File: src/rtl/eecl_pkg.sv
package eecl_pkg;
  // 16-bit words in the EEPROM image
  localparam int EE_AW = 6;
  localparam int EE_DW = 16;

  // start bit followed by the read opcode
  localparam logic [2:0] READ_CMD = 3'b110;

  // byte addresses where the text regions begin
  localparam logic [6:0] VEND_BASE = 7'h10;
  localparam logic [6:0] PROD_BASE = 7'h40;
  localparam logic [6:0] SER_BASE  = 7'h70;

  localparam logic [7:0] MAXPWR_LIMIT = 8'hFA;

  typedef enum logic [1:0] {
    RGN_VENDOR  = 2'd0,
    RGN_PRODUCT = 2'd1,
    RGN_SERIAL  = 2'd2,
    RGN_NONE    = 2'd3
  } str_region_e;

  typedef enum logic [2:0] {
    T_IDLE, T_READ, T_EVAL, T_HAND, T_DRAIN
  } ldr_state_e;
endpackage

File: src/rtl/eecl_mw_reader.sv
module eecl_mw_reader
  import eecl_pkg::*;
#(
  parameter int DIV_W = 8,
  parameter int AW    = EE_AW,
  parameter int DW    = EE_DW
) (
  input  logic          clk,
  input  logic          rst_n,
  input  logic [DIV_W-1:0] div,
  input  logic          go,
  input  logic [AW-1:0] addr,
  output logic          cs,
  output logic          sk,
  output logic          di,
  input  logic          so,
  output logic          rdy,
  output logic          dummy_ok,
  output logic [DW-1:0] word
);
  localparam int CMD_BITS   = 3 + AW;
  localparam int FRAME_BITS = CMD_BITS + 1 + DW;
  localparam int CNT_W      = $clog2(FRAME_BITS);
  localparam logic [CNT_W-1:0] DUMMY_AT = CNT_W'(CMD_BITS);
  localparam logic [CNT_W-1:0] LAST_AT  = CNT_W'(FRAME_BITS - 1);

  typedef enum logic [1:0] {P_IDLE, P_LO, P_HI, P_GAP} ph_e;

  ph_e                 st;
  logic [DIV_W-1:0]    cnt;
  logic [CNT_W-1:0]    bitn;
  logic [CMD_BITS-1:0] cmd_sh;
  logic                tick;

  assign tick = (cnt == div);
  assign di   = cs & cmd_sh[CMD_BITS-1];

  always_ff @(posedge clk or negedge rst_n) begin
    if (!rst_n) begin
      st       <= P_IDLE;
      cnt      <= '0;
      bitn     <= '0;
      cmd_sh   <= '0;
      cs       <= 1'b0;
      sk       <= 1'b0;
      rdy      <= 1'b0;
      dummy_ok <= 1'b0;
      word     <= '0;
    end else begin
      rdy <= 1'b0;
      case (st)
        P_IDLE: begin
          if (go) begin
            cmd_sh <= {READ_CMD, addr};
            cs     <= 1'b1;
            sk     <= 1'b0;
            bitn   <= '0;
            cnt    <= '0;
            st     <= P_LO;
          end
        end
        P_LO: begin
          if (tick) begin
            cnt <= '0;
            sk  <= 1'b1;
            st  <= P_HI;
            if (bitn == DUMMY_AT) dummy_ok <= ~so;
            else if (bitn > DUMMY_AT) word <= {word[DW-2:0], so};
          end else begin
            cnt <= cnt + DIV_W'(1);
          end
        end
        P_HI: begin
          if (tick) begin
            cnt    <= '0;
            sk     <= 1'b0;
            cmd_sh <= {cmd_sh[CMD_BITS-2:0], 1'b0};
            if (bitn == LAST_AT) begin
              cs <= 1'b0;
              st <= P_GAP;
            end else begin
              bitn <= bitn + CNT_W'(1);
              st   <= P_LO;
            end
          end else begin
            cnt <= cnt + DIV_W'(1);
          end
        end
        default: begin
          if (tick) begin
            cnt <= '0;
            rdy <= 1'b1;
            st  <= P_IDLE;
          end else begin
            cnt <= cnt + DIV_W'(1);
          end
        end
      endcase
    end
  end

  AST_SK_NEEDS_CS: assert property (@(posedge clk) disable iff (!rst_n)
    sk |-> cs);
  AST_CS_BEFORE_SK: assert property (@(posedge clk) disable iff (!rst_n)
    $rose(sk) |-> $past(cs));
  AST_CS_GAP_MIN: assert property (@(posedge clk) disable iff (!rst_n)
    $fell(cs) |=> !cs);
endmodule

File: src/rtl/eecl_hdr_check.sv
module eecl_hdr_check
  import eecl_pkg::*;
#(
  parameter logic [15:0] DEF_VID    = 16'hC0DE,
  parameter logic [15:0] DEF_PID    = 16'h0A17,
  parameter logic [2:0]  DEF_PORTS  = 3'd4,
  parameter logic [3:0]  DEF_REMOV  = 4'h0,
  parameter logic [7:0]  DEF_MAXPWR = 8'h32
) (
  input  logic [63:0] hdr,
  output logic        img_ok,
  output logic [15:0] vid,
  output logic [15:0] pid,
  output logic [2:0]  ports,
  output logic [3:0]  remov,
  output logic [7:0]  maxpwr
);
  logic [7:0] b [8];
  logic [7:0] sum;

  for (genvar i = 0; i < 8; i++) begin : g_bytes
    assign b[i] = hdr[8*i +: 8];
  end

  assign sum    = b[0] + b[1] + b[2] + b[3] + 8'd1;
  assign img_ok = (b[4] == sum);

  always_comb begin
    if (img_ok) begin
      vid    = {b[1], b[0]};
      pid    = {b[3], b[2]};
      remov  = b[6][3:0];
      ports  = (b[5] >= 8'd1 && b[5] <= 8'd4) ? b[5][2:0] : DEF_PORTS;
      maxpwr = (b[7] <= MAXPWR_LIMIT) ? b[7] : DEF_MAXPWR;
    end else begin
      vid    = DEF_VID;
      pid    = DEF_PID;
      remov  = DEF_REMOV;
      ports  = DEF_PORTS;
      maxpwr = DEF_MAXPWR;
    end
  end
endmodule

File: src/rtl/eecl_str_emit.sv
module eecl_str_emit
  import eecl_pkg::*;
#(
  parameter int AW = EE_AW
) (
  input  logic          clk,
  input  logic          rst_n,
  input  logic          clear,
  input  logic          load,
  input  logic [AW-1:0] waddr,
  input  logic [15:0]   wdata,
  output logic          idle,
  output logic          valid,
  input  logic          ready,
  output logic [1:0]    region,
  output logic [5:0]    index,
  output logic [7:0]    data
);
  logic [1:0]    pend;
  logic [15:0]   w_q;
  logic [AW-1:0] a_q;
  logic [7:0]    len_v, len_p, len_s;

  logic          sel;
  logic [AW:0]   baddr;
  logic [6:0]    off;
  logic [7:0]    rlen;
  str_region_e   rgn;
  logic          is_len;

  always_comb begin
    sel   = ~pend[0];
    baddr = {a_q, sel};
    data  = sel ? w_q[15:8] : w_q[7:0];
    if (baddr >= SER_BASE) begin
      rgn = RGN_SERIAL;  off = baddr - SER_BASE;  rlen = len_s;
    end else if (baddr >= PROD_BASE) begin
      rgn = RGN_PRODUCT; off = baddr - PROD_BASE; rlen = len_p;
    end else if (baddr >= VEND_BASE) begin
      rgn = RGN_VENDOR;  off = baddr - VEND_BASE; rlen = len_v;
    end else begin
      rgn = RGN_NONE;    off = '0;                rlen = '0;
    end
  end

  assign is_len = (off == 7'd0);
  assign valid  = (pend != 2'b00) && (rgn != RGN_NONE) && !is_len &&
                  ({1'b0, off} <= rlen);
  assign idle   = (pend == 2'b00);
  assign region = rgn;
  assign index  = 6'(off - 7'd1);

  always_ff @(posedge clk or negedge rst_n) begin
    if (!rst_n) begin
      pend  <= '0;
      w_q   <= '0;
      a_q   <= '0;
      len_v <= '0;
      len_p <= '0;
      len_s <= '0;
    end else if (clear) begin
      pend  <= '0;
      len_v <= '0;
      len_p <= '0;
      len_s <= '0;
    end else if (load) begin
      w_q  <= wdata;
      a_q  <= waddr;
      pend <= 2'b11;
    end else if (pend != 2'b00) begin
      if (rgn != RGN_NONE && is_len) begin
        case (rgn)
          RGN_VENDOR:  len_v <= data;
          RGN_PRODUCT: len_p <= data;
          default:     len_s <= data;
        endcase
        pend[sel] <= 1'b0;
      end else if (valid) begin
        if (ready) pend[sel] <= 1'b0;
      end else begin
        pend[sel] <= 1'b0;
      end
    end
  end

  AST_STREAM_HOLD: assert property (@(posedge clk) disable iff (!rst_n)
    valid && !ready |=> valid && $stable(data) && $stable(index) && $stable(region));
  AST_LOAD_WHEN_IDLE: assert property (@(posedge clk) disable iff (!rst_n)
    load |-> idle);
  AST_REGION_LEGAL: assert property (@(posedge clk) disable iff (!rst_n)
    valid |-> region != RGN_NONE);
endmodule

File: src/rtl/ee_cfg_loader.sv
module ee_cfg_loader
  import eecl_pkg::*;
#(
  parameter int          DIV_W      = 8,
  parameter logic [15:0] DEF_VID    = 16'hC0DE,
  parameter logic [15:0] DEF_PID    = 16'h0A17,
  parameter logic [2:0]  DEF_PORTS  = 3'd4,
  parameter logic [3:0]  DEF_REMOV  = 4'h0,
  parameter logic [7:0]  DEF_MAXPWR = 8'h32
) (
  input  logic             clk,
  input  logic             rst_n,
  input  logic [DIV_W-1:0] clk_div,
  input  logic             start,
  output logic             done,
  output logic             ee_present,
  output logic             ee_cs,
  output logic             ee_sk,
  output logic             ee_di,
  input  logic             ee_do,
  output logic [15:0]      cfg_vid,
  output logic [15:0]      cfg_pid,
  output logic [2:0]       cfg_ports,
  output logic [3:0]       cfg_removable,
  output logic [7:0]       cfg_maxpwr,
  output logic             str_valid,
  input  logic             str_ready,
  output logic [1:0]       str_region,
  output logic [5:0]       str_index,
  output logic [7:0]       str_data
);
  localparam logic [EE_AW-1:0] HDR_WORDS  = EE_AW'(4);
  localparam logic [EE_AW-1:0] HDR_LAST   = EE_AW'(3);
  localparam logic [EE_AW-1:0] FIRST_TEXT = EE_AW'(VEND_BASE >> 1);
  localparam logic [EE_AW-1:0] LAST_WORD  = '1;

  ldr_state_e       st;
  logic [EE_AW-1:0] waddr;
  logic             go;
  logic [63:0]      hdr_q;

  logic             ph_rdy, ph_dummy_ok;
  logic [EE_DW-1:0] ph_word;
  logic             em_idle, em_load, em_clear;

  logic             chk_ok;
  logic [15:0]      chk_vid, chk_pid;
  logic [2:0]       chk_ports;
  logic [3:0]       chk_remov;
  logic [7:0]       chk_pwr;

  eecl_mw_reader #(.DIV_W(DIV_W), .AW(EE_AW), .DW(EE_DW)) u_reader (
    .clk(clk), .rst_n(rst_n), .div(clk_div), .go(go), .addr(waddr),
    .cs(ee_cs), .sk(ee_sk), .di(ee_di), .so(ee_do),
    .rdy(ph_rdy), .dummy_ok(ph_dummy_ok), .word(ph_word)
  );

  eecl_hdr_check #(
    .DEF_VID(DEF_VID), .DEF_PID(DEF_PID), .DEF_PORTS(DEF_PORTS),
    .DEF_REMOV(DEF_REMOV), .DEF_MAXPWR(DEF_MAXPWR)
  ) u_check (
    .hdr(hdr_q), .img_ok(chk_ok), .vid(chk_vid), .pid(chk_pid),
    .ports(chk_ports), .remov(chk_remov), .maxpwr(chk_pwr)
  );

  assign em_clear = (st == T_IDLE) && start;
  assign em_load  = (st == T_HAND) && em_idle;

  eecl_str_emit #(.AW(EE_AW)) u_emit (
    .clk(clk), .rst_n(rst_n), .clear(em_clear), .load(em_load),
    .waddr(waddr), .wdata(ph_word), .idle(em_idle),
    .valid(str_valid), .ready(str_ready), .region(str_region),
    .index(str_index), .data(str_data)
  );

  always_ff @(posedge clk or negedge rst_n) begin
    if (!rst_n) begin
      st            <= T_IDLE;
      waddr         <= '0;
      go            <= 1'b0;
      hdr_q         <= '0;
      done          <= 1'b0;
      ee_present    <= 1'b0;
      cfg_vid       <= DEF_VID;
      cfg_pid       <= DEF_PID;
      cfg_ports     <= DEF_PORTS;
      cfg_removable <= DEF_REMOV;
      cfg_maxpwr    <= DEF_MAXPWR;
    end else begin
      go <= 1'b0;
      case (st)
        T_IDLE: begin
          if (start) begin
            done          <= 1'b0;
            ee_present    <= 1'b0;
            cfg_vid       <= DEF_VID;
            cfg_pid       <= DEF_PID;
            cfg_ports     <= DEF_PORTS;
            cfg_removable <= DEF_REMOV;
            cfg_maxpwr    <= DEF_MAXPWR;
            waddr         <= '0;
            go            <= 1'b1;
            st            <= T_READ;
          end
        end
        T_READ: begin
          if (ph_rdy) begin
            if (waddr == '0 && !ph_dummy_ok) begin
              done <= 1'b1;
              st   <= T_IDLE;
            end else if (waddr < HDR_WORDS) begin
              hdr_q[{waddr[1:0], 4'b0000} +: 16] <= ph_word;
              if (waddr == HDR_LAST) begin
                st <= T_EVAL;
              end else begin
                waddr <= waddr + EE_AW'(1);
                go    <= 1'b1;
              end
            end else begin
              st <= T_HAND;
            end
          end
        end
        T_EVAL: begin
          ee_present <= 1'b1;
          if (chk_ok) begin
            waddr <= FIRST_TEXT;
            go    <= 1'b1;
            st    <= T_READ;
          end else begin
            done <= 1'b1;
            st   <= T_IDLE;
          end
        end
        T_HAND: begin
          if (em_idle) begin
            if (waddr == LAST_WORD) begin
              st <= T_DRAIN;
            end else begin
              waddr <= waddr + EE_AW'(1);
              go    <= 1'b1;
              st    <= T_READ;
            end
          end
        end
        default: begin
          if (em_idle) begin
            cfg_vid       <= chk_vid;
            cfg_pid       <= chk_pid;
            cfg_ports     <= chk_ports;
            cfg_removable <= chk_remov;
            cfg_maxpwr    <= chk_pwr;
            done          <= 1'b1;
            st            <= T_IDLE;
          end
        end
      endcase
    end
  end

  AST_DONE_QUIET: assert property (@(posedge clk) disable iff (!rst_n)
    done |-> !ee_cs);
  AST_CFG_HOLD: assert property (@(posedge clk) disable iff (!rst_n)
    done && !start |=> $stable({cfg_vid, cfg_pid, cfg_ports, cfg_removable, cfg_maxpwr}));
  AST_PORTS_LEGAL: assert property (@(posedge clk) disable iff (!rst_n)
    done |-> (cfg_ports >= 3'd1 && cfg_ports <= 3'd4));
  AST_PWR_LEGAL: assert property (@(posedge clk) disable iff (!rst_n)
    done |-> cfg_maxpwr <= MAXPWR_LIMIT);
  AST_STREAM_NEEDS_DEVICE: assert property (@(posedge clk) disable iff (!rst_n)
    str_valid |-> ee_present);
endmodule

File: config.mk
export PLATFORM = sky130hd
export DESIGN_NAME = ee_cfg_loader
export DESIGN_NICKNAME = d
export VERILOG_FILES = /design/src/rtl/eecl_pkg.sv /design/src/rtl/eecl_mw_reader.sv /design/src/rtl/eecl_hdr_check.sv /design/src/rtl/eecl_str_emit.sv /design/src/rtl/ee_cfg_loader.sv
export SDC_FILE = /design/constraint.sdc
export NUM_CORES = 1
export LEC_CHECK = 0
export CAP_MARGIN = 40
export CORE_MARGIN = 5
export CORE_UTILIZATION = 40
export CTS_CLUSTER_DIAMETER = 40
export DETAILED_ROUTE_END_ITERATION = 8
export GPL_TIMING_DRIVEN = 0
export PLACE_DENSITY = 0.68
export REMOVE_ABC_BUFFERS = 1
export SYNTH_ARGS = -nofsm -noshare
export SYNTH_HDL_FRONTEND = slang
export SYNTH_SLANG_ARGS = --single-unit
File: constraint.sdc
create_clock -name clk -period 3.8 [get_ports clk]
set_input_delay 0.38 -clock clk [delete_from_list [all_inputs] [get_ports clk]]
set_output_delay 0.38 -clock clk [all_outputs]
set_load 0.05 [all_outputs]
==> metrics.cfg <==
[place]
routabilityCongestion = 0.783
portBuffers = 81
dp.cells = 1412
detailedPlacementHpwl_um = 16300

[pwr]
cellLeakagePower_nw = 5.63
power.total_mw = 7.87
pwr_density_cell_nw_per_um2 = 621
vdd_ir_drop_max_mv = 0.516

[route]
drt-total-wl_um = 24500
dr_pass1_iterations = 5
routedWlPerCell_um = 16.5
viasPerCell = 5.28
detailroute.via_count = 7846
detail_route.iter0.violations = 604
ant_nets = 0
route.detailed.drc = 0

[timing]
grt_setup_unrepaired = true
worst_pin_slew_ns = 1.08
max_freq_mhz = 263
slew_headroom = 0.278
finalHoldViolCount = 0
report.final.slew_viol_count = 0
clock_skew_ns = 0.0105
finalSetupViolations = 2
worst_slack_ns = -0.00431
fin_crit_ns = 3.80
finalCritPeriodShare = 1.00

[run_status]
failed_checks = setup timing
result_of_the_run = complete, but fails checks

[clocking]
cts.sink_count = 211
clock_path_buffers = 3
worst_setup_hold_path_clk_slew_ns = 0.06
cts-root-buf = sky130_fd_sc_hd__clkbuf_16
cts_tree = built
htree_num_levels = 1
numCtsBuffers = 30
worstSkewPairLatency_ns = 0.54

[worst_setup_path]
timing.critical_path.required_ns = 4.22
worstReg2RegStart = hdr_q[1]$_DFFE_PN0P_
timing_worst_setup_path_type = register to register
cp.arrival_ns = 4.22
worstSetupEndpoint = waddr[0]$_DFFE_PN0P_
ff2ff_setup_slack_ns = -0.004
worstPathMaxFanout = 3
crit_path_start = hdr_q[1]$_DFFE_PN0P_
r2r_cells = 11
crit_path_start_kind = register
setup.worst_path.end_class = register
r2r_end = waddr[0]$_DFFE_PN0P_

[logic_synthesis]
distinct_cells_synth = 66
asyncSetResetFlopFracSynth = 1.00
number_of_warning_messages_in_the_yosys_log = 0
syn_inst = 1041
synth.avg_cell_area_um2 = 9.80
synth_sequential_area_ratio = 0.520
count_of_flip_flops_with_a_built_in_enable_after_synthesis = 0
synth_flop_cell = sky130_fd_sc_hd__dfrtp_1
ys_ff_latch = 211
synth_area_um2 = 10200

[cells_and_area]
final_cells = 1485
share_of_post_route_cells_with_drive_strength_above_1 = 0.147
area.growth.synth_to_final_pct = 24.3
filler_cell_count = 2245
layout_net_count = 1187
antenna-diode-count = 0

[global_routing]
grt_pass1_vias = 7801
grt_use_total = 0.170
overflow = 0
grt_max_degree = 122
grt_antenna_before_repair = 0
grt_first_pass_wirelength_um = 40900

[floorplanning]
ioPinCount = 82
die_width_um = 170
floorplan.core_area_um2 = 25200
rows = 58
die_height_um = 170
floorplan.initialDensity = 0.405
dieArea_um2 = 28800

[job]
drv.max_cap_violation_count = 0

[min_path]
worst_hold_path_type = input port to async pin

-- report_power, final --
| group | switching, mW | internal (mW) | total, mW |
|---|---|---|---|
| Sequential | 0.237 | 2.45 | 2.69 |
| Combinational | 1.52 | 0.869 | 2.39 |
| Clock | 1.07 | 1.73 | 2.80 |
| Total | 2.83 | 5.05 | 7.87 |
-- logic make-up after synthesis --
kind of cell / after synthesis / share of synthesized area
xor+xnor: 33 / 0.0283
compound gates: 244 / 0.153
mux: 29 / 0.0307
flops: 211 / 0.520
simple gates: 384 / 0.165
buf+inv: 97 / 0.0400
fa+ha+maj: 43 / 0.0630
-- cells in the final DEF, fill, tap and decap left out, drive strengths merged, types with 18 or more instances in the layout --
master           n
ha              29
mux2            18
xor2            22
nand2          237
o21ai          106
a211oi          26
clkbuf          35
dfrtp          193
nor2            70
dfstp           18
clkdlybuf4s50   79
a21oi           28
inv             46
buf             30
a22o            19
-- cell type report --
type                       instances  area [um2]  area share
sequential                       211        5310       0.419
clock inverter                    21         226      0.0179
clock buffer                      35         801      0.0631
tap                              330         413      0.0326
multi-input combinational        735        4670       0.369
timing repair buffer             110        1090      0.0862
inverter                          43         161      0.0127
-- registers in the layout, indices dropped and copies added, names as in the netlist, 9 cells and up --
register and cells:
u_emit.w_q 16, u_reader.word 16, u_reader.cmd_sh 9, cfg_vid 16, cfg_pid 16, hdr_q 60
-- cells in the mapped netlist, drive strengths merged, types with 6 or more instances --
cell	instances	area (um2)
a31oi	8	50.1
a211oi	26	195
nor3	11	88.8
o22a	13	114
mux2i	11	110
clkbuf	40	151
mux2	18	203
dfrtp	193	4830
ha	29	363
nor2b	7	43.8
buf	14	95.1
xnor2	11	96.3
a21oi	28	144
o211ai	7	52.6
nand2	236	888
nand2b	6	37.5
fa	14	280
dfstp	18	473
nand3	13	65.1
inv	43	161
and3	8	50.1
nor2	70	263
o21ai	106	534
xor2	22	193
a22o	19	166
-- worst min-delay path by stage --
stage                               from                        end  slack [ns]  depth (start not counted)
2_1_floorplan                      rst_n  cfg_maxpwr[0]$_DFFE_PN0P_        0.08                          0
3_3_place_gp       hdr_q[45]$_DFFE_PN0P_      hdr_q[45]$_DFFE_PN0P_        0.46                          2
3_5_place_dp                       rst_n     cfg_pid[6]$_DFFE_PN0P_        0.44                          1
4_1_cts                            rst_n     cfg_pid[6]$_DFFE_PN0P_        0.46                          2
5_1_grt        u_emit.w_q[6]$_DFFE_PN0P_  u_emit.w_q[6]$_DFFE_PN0P_        0.49                          2
6_report                           rst_n     cfg_pid[6]$_DFFE_PN0P_        0.41                          2
-- layer usage --
layer,global-route usage,share of wire
met3,0.0277,0.046
met5,0,0
met2,0.272,0.47
met4,0.0410,0.023
met1,0.243,0.46
-- worst max-delay path, stage by stage, from the launching register on --
cell	delay [ns]
sky130_fd_sc_hd__dfrtp_1	0.40
sky130_fd_sc_hd__fa_1	0.50
sky130_fd_sc_hd__fa_1	0.51
sky130_fd_sc_hd__ha_2	0.20
sky130_fd_sc_hd__inv_2	0.04
sky130_fd_sc_hd__fa_2	0.55
sky130_fd_sc_hd__xnor2_2	0.07
sky130_fd_sc_hd__nor3_2	0.21
sky130_fd_sc_hd__o2111ai_2	0.18
sky130_fd_sc_hd__or4_4	0.61
sky130_fd_sc_hd__nand2_4	0.10
sky130_fd_sc_hd__mux2_4	0.30
-- metrics by stage --
stage               utilization  area (um2)  setup slack [ns]  TNS [ns]  hold WS, ns
global route              0.504       12700            -0.168     -4.52        0.488
detailed placement        0.451       11400             -1.02    -12.25        0.441
global placement          0.444       11200             -6.53  -1413.21        0.459
finish                    0.504       12700          -0.00431  -0.00438        0.411
floorplan                     -        9960            -0.866    -25.20       0.0844
CTS                       0.499       12600           -0.0698   -0.0698        0.462
-- timing repair --
| action | 4_1_cts | 5_1_grt |
|---|---|---|
| pin swaps | 7 | 15 |
| gates resized for setup | 30 | 23 |
| buffers inserted | 9 | 5 |
| gates cloned | 1 | 1 |
| hold buffers | 1 | 0 |
| endpoints found under the hold margin | 76 | 0 |
| setup endpoints to repair | 54 | 50 |
Power figures use the tool's default switching activity.
